$ cat config.mk
export PLATFORM = sky130hd
export DESIGN_NAME = xcore_doorbell
export DESIGN_NICKNAME = d
export VERILOG_FILES = /design/src/rtl/xcd_pkg.sv /design/src/rtl/xcd_cmd_stage.sv /design/src/rtl/xcd_sender_matrix.sv /design/src/rtl/xcd_readback.sv /design/src/rtl/xcd_irq_drive.sv /design/src/rtl/xcore_doorbell.sv
export SDC_FILE = /design/constraint.sdc
export NUM_CORES = 1
export LEC_CHECK = 0
export ABC_AREA = 1
export ABC_CLOCK_PERIOD_IN_PS = 1760
export BUFFER_PORTS_ARGS = -buffer_cell sky130_fd_sc_hd__buf_2
export CORE_MARGIN = 2
export CORE_UTILIZATION = 55
export CTS_CLUSTER_DIAMETER = 40
export DETAILED_ROUTE_END_ITERATION = 8
export GPL_TIMING_DRIVEN = 1
export PLACE_DENSITY = 0.79
export SETUP_SLACK_MARGIN = 0.5
export SKIP_CTS_REPAIR_TIMING = 1
export SLEW_MARGIN = 20
export SYNTH_ARGS = -nofsm -noshare
export SYNTH_HDL_FRONTEND = slang
export SYNTH_SLANG_ARGS = --single-unit
export TNS_END_PERCENT = 5
$ cat constraint.sdc
create_clock -name clk -period 1.76 [get_ports clk]
set_clock_uncertainty 0.2 [all_clocks]
set_input_delay 0.352 -clock clk [delete_from_list [all_inputs] [get_ports clk]]
set_output_delay 0.352 -clock clk [all_outputs]
set_load 0.01 [all_outputs]
$ cat src/rtl/xcd_pkg.sv
package xcd_pkg;

  typedef enum logic [7:0] {
    OP_RING = 8'h01,
    OP_PEEK = 8'h02,
    OP_WHO  = 8'h03,
    OP_ACK  = 8'h04
  } xcd_op_e;

  typedef struct packed {
    logic       live;
    logic [7:0] op;
    logic [7:0] arg;
    logic [7:0] core;
  } xcd_cmd_t;

endpackage

$ cat src/rtl/xcd_cmd_stage.sv
module xcd_cmd_stage #(
  parameter int N    = 4,
  parameter int ID_W = $clog2(N)
) (
  input  logic            clk,
  input  logic            rst_n,
  input  logic            cmd_we,
  input  logic [ID_W-1:0] cmd_core,
  input  logic [15:0]     cmd_word,
  output logic            do_ring,
  output logic            do_peek,
  output logic            do_who,
  output logic            do_ack,
  output logic [ID_W-1:0] req_id,
  output logic [ID_W-1:0] arg_id
);
  import xcd_pkg::*;

  xcd_cmd_t cmd_q;
  logic     arg_ok, req_ok, base_ok;

  always_ff @(posedge clk) begin
    if (!rst_n) begin
      cmd_q <= '0;
    end else begin
      cmd_q.live <= cmd_we;
      if (cmd_we) begin
        cmd_q.op   <= cmd_word[7:0];
        cmd_q.arg  <= cmd_word[15:8];
        cmd_q.core <= 8'(cmd_core);
      end
    end
  end

  always_comb begin
    arg_ok  = 32'(cmd_q.arg) < N;
    req_ok  = 32'(cmd_q.core) < N;
    base_ok = cmd_q.live && arg_ok && req_ok;
    req_id  = cmd_q.core[ID_W-1:0];
    arg_id  = cmd_q.arg[ID_W-1:0];
    do_ring = base_ok && (cmd_q.op == OP_RING) && (req_id != arg_id);
    do_peek = base_ok && (cmd_q.op == OP_PEEK);
    do_who  = base_ok && (cmd_q.op == OP_WHO);
    do_ack  = base_ok && (cmd_q.op == OP_ACK);
  end

  // an argument at or past N never produces an action in the next cycle
  p_range_gate_r10: assert property (@(posedge clk) disable iff (!rst_n)
    (cmd_we && 32'(cmd_word[15:8]) >= N) |=> !(do_ring || do_peek || do_who || do_ack));

  // at most one action per command
  p_one_action_r1: assert property (@(posedge clk) disable iff (!rst_n)
    $countones({do_ring, do_peek, do_who, do_ack}) <= 1);

endmodule

$ cat src/rtl/xcd_sender_matrix.sv
module xcd_sender_matrix #(
  parameter int N    = 4,
  parameter int ID_W = $clog2(N)
) (
  input  logic                clk,
  input  logic                rst_n,
  input  logic                do_ring,
  input  logic                do_ack,
  input  logic [ID_W-1:0]     req_id,
  input  logic [ID_W-1:0]     arg_id,
  output logic [N-1:0][N-1:0] src_vec
);

  for (genvar t = 0; t < N; t++) begin : g_tgt
    for (genvar s = 0; s < N; s++) begin : g_snd
      logic set_hit, clr_hit;
      always_comb begin
        set_hit = do_ring && (32'(arg_id) == t) && (32'(req_id) == s) && (s != t);
        clr_hit = do_ack  && (32'(req_id) == t) && (32'(arg_id) == s);
      end

      always_ff @(posedge clk) begin
        if (!rst_n)       src_vec[t][s] <= 1'b0;
        else if (set_hit) src_vec[t][s] <= 1'b1;
        else if (clr_hit) src_vec[t][s] <= 1'b0;
      end

      // a ring from s to t leaves t's bit s set
      p_ring_sets_r2: assert property (@(posedge clk) disable iff (!rst_n)
        (do_ring && 32'(arg_id) == t && 32'(req_id) == s && s != t) |=> src_vec[t][s]);

      // an acknowledge by t for s clears that bit only
      p_ack_clears_r7: assert property (@(posedge clk) disable iff (!rst_n)
        (do_ack && 32'(req_id) == t && 32'(arg_id) == s) |=> !src_vec[t][s]);

      // acknowledging a different sender keeps this bit
      p_ack_keeps_r7: assert property (@(posedge clk) disable iff (!rst_n)
        (do_ack && 32'(req_id) == t && 32'(arg_id) != s) |=> $stable(src_vec[t][s]));
    end

    // no core ever appears as a sender to itself
    p_no_self_r3: assert property (@(posedge clk) disable iff (!rst_n)
      !src_vec[t][t]);
  end

  // without a ring or acknowledge the vectors do not move
  p_idle_hold_r10: assert property (@(posedge clk) disable iff (!rst_n)
    !(do_ring || do_ack) |=> $stable(src_vec));

endmodule

$ cat src/rtl/xcd_readback.sv
module xcd_readback #(
  parameter int N    = 4,
  parameter int ID_W = $clog2(N)
) (
  input  logic                clk,
  input  logic                rst_n,
  input  logic                do_peek,
  input  logic                do_who,
  input  logic [ID_W-1:0]     req_id,
  input  logic [ID_W-1:0]     arg_id,
  input  logic [N-1:0][N-1:0] src_vec,
  output logic [N-1:0]        rb_q
);

  logic         pend_sel;
  logic [N-1:0] own_vec;

  always_comb begin
    pend_sel = |src_vec[arg_id];
    own_vec  = src_vec[req_id];
  end

  always_ff @(posedge clk) begin
    if (!rst_n)       rb_q <= '0;
    else if (do_peek) rb_q <= N'(pend_sel);
    else if (do_who)  rb_q <= own_vec;
  end

  // a peek returns only a zero-extended pending flag
  p_peek_flag_r4: assert property (@(posedge clk) disable iff (!rst_n)
    do_peek |=> (rb_q[N-1:1] == '0));

  // readback is untouched when no read command ran
  p_rb_hold_r10: assert property (@(posedge clk) disable iff (!rst_n)
    !(do_peek || do_who) |=> $stable(rb_q));

endmodule

$ cat src/rtl/xcd_irq_drive.sv
module xcd_irq_drive #(
  parameter int N = 4
) (
  input  logic                clk,
  input  logic                rst_n,
  input  logic [N-1:0][N-1:0] src_vec,
  output logic [N-1:0]        irq_q
);

  for (genvar t = 0; t < N; t++) begin : g_line
    always_ff @(posedge clk) begin
      if (!rst_n) irq_q[t] <= 1'b0;
      else        irq_q[t] <= |src_vec[t];
    end

    // the line trails its vector's OR by exactly one cycle
    p_line_lag_r8: assert property (@(posedge clk) disable iff (!rst_n)
      ($fell(|src_vec[t])) |=> !irq_q[t]);
  end

endmodule

$ cat src/rtl/xcore_doorbell.sv
module xcore_doorbell #(
  parameter int N    = 4,
  parameter int ID_W = $clog2(N)
) (
  input  logic            clk,
  input  logic            rst_n,
  input  logic            cmd_we,
  input  logic [ID_W-1:0] cmd_core,
  input  logic [15:0]     cmd_word,
  output logic [N-1:0]    readback,
  output logic [N-1:0]    irq
);

  logic                do_ring, do_peek, do_who, do_ack;
  logic [ID_W-1:0]     req_id, arg_id;
  logic [N-1:0][N-1:0] src_vec;

  xcd_cmd_stage #(.N(N), .ID_W(ID_W)) u_cmd (
    .clk(clk), .rst_n(rst_n), .cmd_we(cmd_we), .cmd_core(cmd_core),
    .cmd_word(cmd_word), .do_ring(do_ring), .do_peek(do_peek),
    .do_who(do_who), .do_ack(do_ack), .req_id(req_id), .arg_id(arg_id)
  );

  xcd_sender_matrix #(.N(N), .ID_W(ID_W)) u_mat (
    .clk(clk), .rst_n(rst_n), .do_ring(do_ring), .do_ack(do_ack),
    .req_id(req_id), .arg_id(arg_id), .src_vec(src_vec)
  );

  xcd_readback #(.N(N), .ID_W(ID_W)) u_rb (
    .clk(clk), .rst_n(rst_n), .do_peek(do_peek), .do_who(do_who),
    .req_id(req_id), .arg_id(arg_id), .src_vec(src_vec), .rb_q(readback)
  );

  xcd_irq_drive #(.N(N)) u_irq (
    .clk(clk), .rst_n(rst_n), .src_vec(src_vec), .irq_q(irq)
  );

  // everything is quiet in the first cycle after reset
  p_reset_quiet_r11: assert property (@(posedge clk)
    $rose(rst_n) |-> (irq == '0 && readback == '0));

endmodule

==> reports/metrics.csv, run 1 <==
metric,value,unit
remaining_drc_errors,0,
grt_pass1_vias,1561,
placed_area,2030,sq um
timing.rr.end,u_mat.src_vec[3],
power_per_cell_area,740,nW/um^2
cts_max_path_buffers,2,
async_flop_share,0,%
grt_max_degree,35,
synth_xor_area_share,0,%
firstDrtPassIters,4,
cts.clk_slew.worst_paths,0.11,ns
grtUsageTotal,21.5,%
cts-buffers-inserted,5,
min_path_type,input pin to flop,
p_switching,448,uW
synth_adder_area_share,0,%
switching_share,28.1,%
antenna_left,0,
synth_top_area_share,42.0,%
finalCritPeriodShare,85.4,%
p_int,1.15,mW
leakage,0.868,nW
die_y,62.2,um
drt-initial-drc-count,135,
io_buffers,28,
required,1.81,ns
synth_area_leaders,"dfxtp_1 (42%), nand2_1 (8.9%), a21oi_1 (8.6%), nand4_1 (8.4%), inv_1 (5.6%)",
r2r_setup_slack,0.26,ns
drt-total-wl,4130,um
min_to,u_cmd.cmd_q[23],
end_kind,flop,
path_max_fanout,6,
total_power,1.59,mW
rows,21,
overflow,0,
p_comb_share,13.7,%
die-area,3860,sq um
maxCapViolations,0,
drv_slew,0,
min-delay-start,cmd_word[7],
cts_max_level,2,
post-dp-hpwl,2750,um
ios,29,
wl_per_cell,12.2,um
holdWs,0.0275,ns
vias,1821,
setup_tns,0,ns
post_synth.cell_area_avg,7.10,sq um
ys_ff_latch,39,
fp.dieW,62.2,um
drive_above_1_share,27.6,%
core,3280,sq um
ys_seq_area_share,42.0,%
synth_area_leader_cell,dfxtp_1,
r2r_cells,7,
worst_slew_pin_slew,0.508,ns
fin_crit,1.50,ns
reg2reg_from,u_cmd.cmd_q[17],
clkLatencyLatePin,0.34,ns
gp_congestion,0.902,
ys_top_cells_by_count,"nand2_1 (44), dfxtp_1 (39), a21oi_1 (32)",
fillers,291,
sequentialPowerShare,59.2,%
critical_path_arrival,1.55,ns
relSlewSlack,65.9,%
cts_root_buffer,clkbuf_4,
finalSetupViolCount,0,
yosys.cell_types.count,24,
ys.flop_type,dfxtp_1,
initial_core_util,56.6,%
grt_pass1_wl,6730,um
synth_cells,262,
syn2layout_area_growth,15.8,%
viasPerCell,5.37,
status,completed,
fmax,0.666,GHz
clkPwrFrac,27.1,%
syn_nets,283,
synth_compound_area_share,16.5,%
fin_nets,313,
diodes,0,
cts.sinks,39,
crit_type,flop to flop,
synth.most_common_cell,nand2_1,
antenna_found_initial,0,
finalHoldViolations,0,
synth_top_family_by_area,simple AND/OR/NAND/NOR gates,
synth-simple-area-share,29.9,%
synth_edf_count,0,
synthMuxAreaShare,0,%
synth_area,1860,sq um
min_path_cells,3,
grt_setup_unrepaired,yes,
worstSetupStartpointType,flop,
cts_tree,done,
vdd_drop_max,0.422,mV
yosys_warnings,0,
final_cell_area,2150,sq um
==> area by class of cell <==
class,count,area [sq um],area share [%]
well taps,46,57.6,2.67
flip-flops and latches,39,792,36.8
inverters,39,151,7.03
multi-input cells,173,906,42.0
clock buffers,7,45.0,2.09
clock inverters,1,5.00,0.232
repair buffers,34,198,9.18
==> cell families (layout without fill, tap and decap cells) <==
logic type / after synthesis / in the layout
simple gates: 112 / 113
compound gates: 60 / 60
buf+inv: 51 / 81
flops: 39 / 39
==> metrics by stage <==
step	worst slack (ns)	std cells	util, %
floorplan	0.479	262	-
global placement	0.232	328	61.7
detailed placement	0.209	328	61.7
CTS	0.182	336	63.2
global route	0.120	339	65.6
finish	0.258	339	65.6
==> layer usage <==
metal	up-vias	routed length, um	GRT usage (%)
li1	938	-	-
met1	802	1930	29.5
met2	72	1870	34.1
met3	9	274	3.80
met4	0	56	8.06
met5	-	0	0
==> worst max-delay path: stages, from the launching register on <==
cell	delay [ns]
dfxtp_2	0.34
inv_1	0.09
nand2_1	0.07
nor2_2	0.14
nand2_4	0.09
nor2_4	0.19
nand4_1	0.12
a21oi_1	0.17
==> power by group through the flow <==
stage          clock network, mW  logic, mW  registers (mW)
2_1_floorplan                  0      0.159           0.950
3_3_place_gp                   0      0.192           0.959
3_5_place_dp                   0      0.194           0.960
4_1_cts                    0.439      0.195           0.940
5_1_grt                    0.480      0.245           0.950
6_report                   0.432      0.218           0.944
==> flip-flops by register name, indices dropped and copies added (netlist names) <==
signal,flops
u_cmd.cmd_q,15
u_rb.rb_q,4
u_cmd.req_id,2
u_irq.irq_q,4
u_mat.src_vec,12
u_cmd.arg_id,2
==> cells in the final DEF (no fill, tap or decap), drive strengths merged <==
| master | Yosys | final |
|---|---|---|
| nand2 | 47 | 47 |
| dfxtp | 39 | 39 |
| inv | 36 | 36 |
| buf | 9 | 34 |
| a21oi | 32 | 32 |
| nor2 | 26 | 27 |
| nand4 | 26 | 26 |
| o21ai | 23 | 23 |
| nand3 | 9 | 9 |
| clkbuf | 3 | 7 |
| nor3 | 4 | 4 |
| a31oi | 4 | 4 |
| clkinv | 3 | 4 |
| o22ai | 1 | 1 |
==> worst max-delay path by stage <==
stage                                from                end  slack (ns)  depth (start not counted)
after CTS                 u_cmd.cmd_q[14]       u_rb.rb_q[3]        0.18                          7
after floorplan           u_cmd.req_id[0]  u_mat.src_vec[11]        0.48                          7
final                     u_cmd.cmd_q[17]   u_mat.src_vec[3]        0.26                          7
after global placement    u_cmd.cmd_q[14]       u_rb.rb_q[3]        0.23                          7
after global routing      u_cmd.cmd_q[17]   u_mat.src_vec[3]        0.12                          7
after detailed placement  u_cmd.cmd_q[14]       u_rb.rb_q[3]        0.21                          7
No activity file was read; power rests on OpenSTA's default activity.
==> run 2: changes to the inputs <==
==> constraint.sdc (replaced) <==
create_clock -name clk -period 1.76 [get_ports clk]
set_clock_uncertainty 0.2 [all_clocks]
set_input_delay 0.176 -clock clk [delete_from_list [all_inputs] [get_ports clk]]
set_output_delay 0.176 -clock clk [all_outputs]
set_load 0.01 [all_outputs]
==> run 2 against run 1 <==
- the run now ends with hold timing left
- design area grew 9.0%
- worst hold slack got worse by 0.084 ns
- clock-buffer cell count is 1 lower
- largest cell class unchanged
- critical path type unchanged
- critical path depth did not move
- combinational power up 19%
- clock power down 4.9%
==> reports/metrics.csv, run 2 (synthesized netlist as in run 1, its figures left out) <==
metric,value,unit
maxCapViolations,0,
critPathLaunch,u_cmd.cmd_q[15],
setup_slack,0.295,ns
grt_pass1_wl,7180,um
most-common-layout-cells,"nand2_1 (40), a21oi_1 (31), dfxtp_1 (29)",
max_stage_delay,0.34,ns
leakage,0.954,nW
end_kind,flop,
largest_register_ffs,15,
cts_max_path_buffers,2,
fp.dieW,62.2,um
grt_pass1_vias,1719,
viasPerCell,5.44,
reg2reg_from,u_cmd.cmd_q[15],
gp_congestion,0.913,
min-delay-start,cmd_word[6],
crit_type,flop to flop,
post-place-cells,328,
grt_setup_unrepaired,yes,
antenna_left,0,
diodes,0,
min_path_type,input pin to flop,
drive_above_1_share,27.0,%
vdd_drop_max,0.422,mV
rows,21,
cts_root_buffer,clkbuf_4,
switching_share,28.2,%
holdWs,-0.0566,ns
core,3280,sq um
cts_tree,done,
clkPwrFrac,25.4,%
power_per_cell_area,689,nW/um^2
post-dp-hpwl,2860,um
overflow,0,
violations,hold timing,
remaining_drc_errors,0,
grtUsageTotal,23.0,%
clkLatencyLatePin,0.34,ns
antenna_found_initial,0,
cts_max_level,2,
regMostFlops,u_cmd.cmd_q,
finalHoldViolations,1,
firstDrtPassIters,5,
p_int,1.16,mW
die_y,62.2,um
io_buffers,28,
relSlewSlack,65.5,%
fillers,279,
cts.clk_slew.worst_paths,0.11,ns
p_comb_share,16.1,%
dpl_worst_slack,0.191,ns
vias,1943,
fmax,0.683,GHz
cts-buffers-inserted,5,
cts.sinks,39,
p_switching,457,uW
initial_core_util,56.6,%
wl_per_cell,13.5,um
critical_path_arrival,1.48,ns
sequentialPowerShare,58.5,%
grt_max_degree,35,
stdcell_count,357,
drt-total-wl,4830,um
drv_slew,0,
setup_tns,0,ns
finalCritPeriodShare,83.2,%
syn2layout_area_growth,26.2,%
fin_nets,333,
drt-initial-drc-count,161,
required,1.78,ns
ios,29,
worst_path_max_delay_cell,dfxtp_2,
fin_crit,1.46,ns
status,"finished, violations left",
path_max_fanout,7,
die-area,3860,sq um
layout_commonest_cell,nand2_1,
finalSetupViolCount,0,
crit_chain,nor2_2 -> nand2_2 -> nor2_4 -> buf_4 -> nand4_1 -> nand2_1 -> a21oi_1,
worst_slew_pin_slew,0.514,ns
worstSetupStartpointType,flop,
top_regs,"u_cmd.cmd_q x15, u_mat.src_vec x12",
-- run 2: cell types whose count changed in the layout (fill, tap and decap cells not counted), sizes merged --
cell and delta:
clkinv -1, buf +2, dlygate4sd3 +18, clkbuf -1
-- run 2: layout make-up --
cell class	count	area (sq um)	area share, %
timing repair buffer	54	384	16.4
multi-input combinational	173	918	39.1
sequential	39	796	33.9
inverter	39	151	6.45
tap	46	57.6	2.45
clock buffer	6	41.3	1.76
-- run 2: metal layers --
layer / track usage (%) / vias up / routed length (um)
li1: - / 973 / -
met1: 29.2 / 879 / 2030
met2: 37.5 / 73 / 2360
met3: 3.80 / 18 / 290
met4: 12.5 / 0 / 153
met5: 0 / - / 0
-- run 2: final timing paths --
check	end	slack, ns	cells past startpoint
worst max-delay path	u_mat.src_vec[2]	0.30	7
worst min-delay path	u_cmd.cmd_q[22]	-0.06	3
worst max register to register	u_mat.src_vec[2]	0.30	7
worst min register to register	u_cmd.cmd_q[20]	0.27	2
-- run 2: through the flow --
| stage | cell area (sq um) | hold slack [ns] | util [%] | total power, mW |
|---|---|---|---|---|
| after floorplan | 1890 | 0.0695 | - | 1.11 |
| after global placement | 2030 | 0.200 | 61.7 | 1.15 |
| after detailed placement | 2030 | 0.206 | 61.7 | 1.16 |
| after CTS | 2070 | -0.146 | 62.9 | 1.55 |
| after global routing | 2350 | 0.00486 | 71.5 | 1.69 |
| final | 2350 | -0.0566 | 71.5 | 1.62 |
-- run 2: critical path, delay by kind of cell, from the launching register on --
kind	cells	cell delay [ns]
buffers and inverters	1	0.19
DFF	1	0.34
and+or+nand+nor	5	0.54
AOI/OAI and AO/OA	1	0.06
-- run 2: power by group through the flow --
| stage | clock network [mW] | logic [mW] | registers (mW) |
|---|---|---|---|
| 6_report | 0.411 | 0.260 | 0.947 |
| 5_1_grt | 0.451 | 0.288 | 0.952 |
| 4_1_cts | 0.411 | 0.196 | 0.940 |
| 3_5_place_dp | 0 | 0.195 | 0.961 |
| 3_3_place_gp | 0 | 0.191 | 0.959 |
| 2_1_floorplan | 0 | 0.159 | 0.950 |
==> run 3: changes to the inputs <==
ABC_CLOCK_PERIOD_IN_PS = 1300   (was 1760)
CORE_UTILIZATION = 50   (was 55)
PLACE_DENSITY = 0.75   (was 0.79)
clock period = 1.3 ns   (was 1.76 ns; I/O delays follow)
==> run 3 against run 2 <==
- the flow finishes with violations (hold timing, setup timing)
- critical path depth did not move
- clock-buffer cell count rose by 1
- flip-flop and latch count did not move
- critical path type unchanged
- largest cell class unchanged
- largest power group unchanged
==> reports/metrics.csv, run 3 (synthesized netlist as in run 1, its figures left out) <==
metric,value,unit
crit_chain,inv_2 -> nand2_1 -> nor2_1 -> nand2_2 -> nor2_4 -> nand4_1 -> a21oi_1,
grt_pass1_wl,7390,um
most-common-layout-cells,"nand2_1 (41), buf_2 (28), nand4_1 (25)",
clkLatencyLatePin,0.30,ns
initial_core_util,51.6,%
post-dp-hpwl,3060,um
holdWs,-0.164,ns
regMostFlops,u_cmd.cmd_q,
fp.dieW,65,um
rows,22,
fmax,0.695,GHz
status,"finished, violations left",
dpl_worst_slack,-0.124,ns
worstSetupStartpointType,flop,
maxCapViolations,0,
drt-initial-drc-count,97,
grt_pass1_vias,1760,
finalHoldViolations,19,
cts_max_path_buffers,2,
drive_above_1_share,40.1,%
cts.sinks,39,
antenna_left,0,
power_per_cell_area,995,nW/um^2
vias,1954,
diodes,0,
required,1.33,ns
crit_type,flop to flop,
drt-total-wl,4610,um
wl_per_cell,12.6,um
relSlewSlack,83.5,%
finalSetupViolCount,16,
fin_nets,339,
grtUsageTotal,22.7,%
finalCritPeriodShare,111,%
cts-buffers-inserted,5,
setup_slack,-0.139,ns
gp_congestion,0.953,
cts_root_buffer,clkbuf_8,
fin_crit,1.44,ns
worst_path_max_delay_cell,dfxtp_2,
core,3610,sq um
stdcell_count,367,
ios,29,
worst_slew_pin_slew,0.244,ns
leakage,1.05,nW
die-area,4230,sq um
min_path_type,input pin to flop,
top_regs,"u_cmd.cmd_q x15, u_mat.src_vec x12",
viasPerCell,5.32,
cts_max_level,2,
antenna_found_initial,0,
layout_commonest_cell,nand2_1,
syn2layout_area_growth,36.5,%
end_kind,flop,
largest_register_ffs,15,
grt_max_degree,35,
io_buffers,28,
path_max_fanout,6,
remaining_drc_errors,0,
critical_path_arrival,1.47,ns
fillers,301,
violations,"hold timing, setup timing",
drv_slew,0,
cts.clk_slew.worst_paths,0.08,ns
cts_tree,done,
firstDrtPassIters,5,
post-place-cells,356,
grt_setup_unrepaired,yes,
die_y,65,um
total_power,2.53,mW
overflow,0,
vdd_drop_max,0.749,mV
max_stage_delay,0.33,ns
run 3: cell count changes in the layout (fill, tap and decap cells not counted), sizes merged:
cell | before | now
dlygate4sd3 | 18 | 0
buf | 36 | 60
clkinv | 3 | 4
clkbuf | 6 | 7
run 3: worst paths after layout:
| path | from | to | slack, ns | depth (start not counted) |
|---|---|---|---|---|
| setup / recovery | u_cmd.cmd_q[11] | u_mat.src_vec[3] | -0.14 | 7 |
| setup reg to reg | u_cmd.cmd_q[11] | u_mat.src_vec[3] | -0.14 | 7 |
| hold reg to reg | u_cmd.cmd_q[21] | u_cmd.cmd_q[21] | 0.25 | 2 |
| hold / removal | cmd_word[7] | u_cmd.cmd_q[23] | -0.16 | 3 |
run 3: per-stage QoR:
stage	TNS [ns]	util [%]	hold WS [ns]	cell area [sq um]
after floorplan	0	-	0.0235	1890
after global placement	-1.46	63.4	0.156	2290
after detailed placement	-1.67	63.4	0.158	2290
after CTS	-2.09	65.6	-0.154	2370
after global routing	-2.98	70.4	-0.149	2540
final	-1.54	70.4	-0.164	2540
run 3: area by class of cell:
class	count	area, sq um	area share (%)
Clock buffer	7	76.3	3.00
Clock inverter	1	5.00	0.197
Inverter	39	154	6.06
Timing Repair Buffer	60	480	18.9
Tap cell	48	60.1	2.36
Multi-Input combinational cell	173	958	37.7
Sequential cell	39	806	31.7
run 3: worst max-delay path, delay by kind of cell, from the launching register on:
family	cells	cell delay (ns)
buf+inv	1	0.06
simple gates	5	0.64
flops	1	0.33
compound gates	1	0.15
run 3: power breakdown:
group	internal, mW	total, mW	switching, mW
Combinational	0.210	0.452	0.243
Clock	0.377	0.798	0.421
Sequential	1.24	1.28	0.0370
run 3: layer usage:
layer	routed length, um	GRT usage [%]	vias to the layer above
li1	-	-	990
met1	2030	27.3	877
met2	2160	38.3	71
met3	272	5.73	16
met4	146	9.57	0
met5	0	0	-
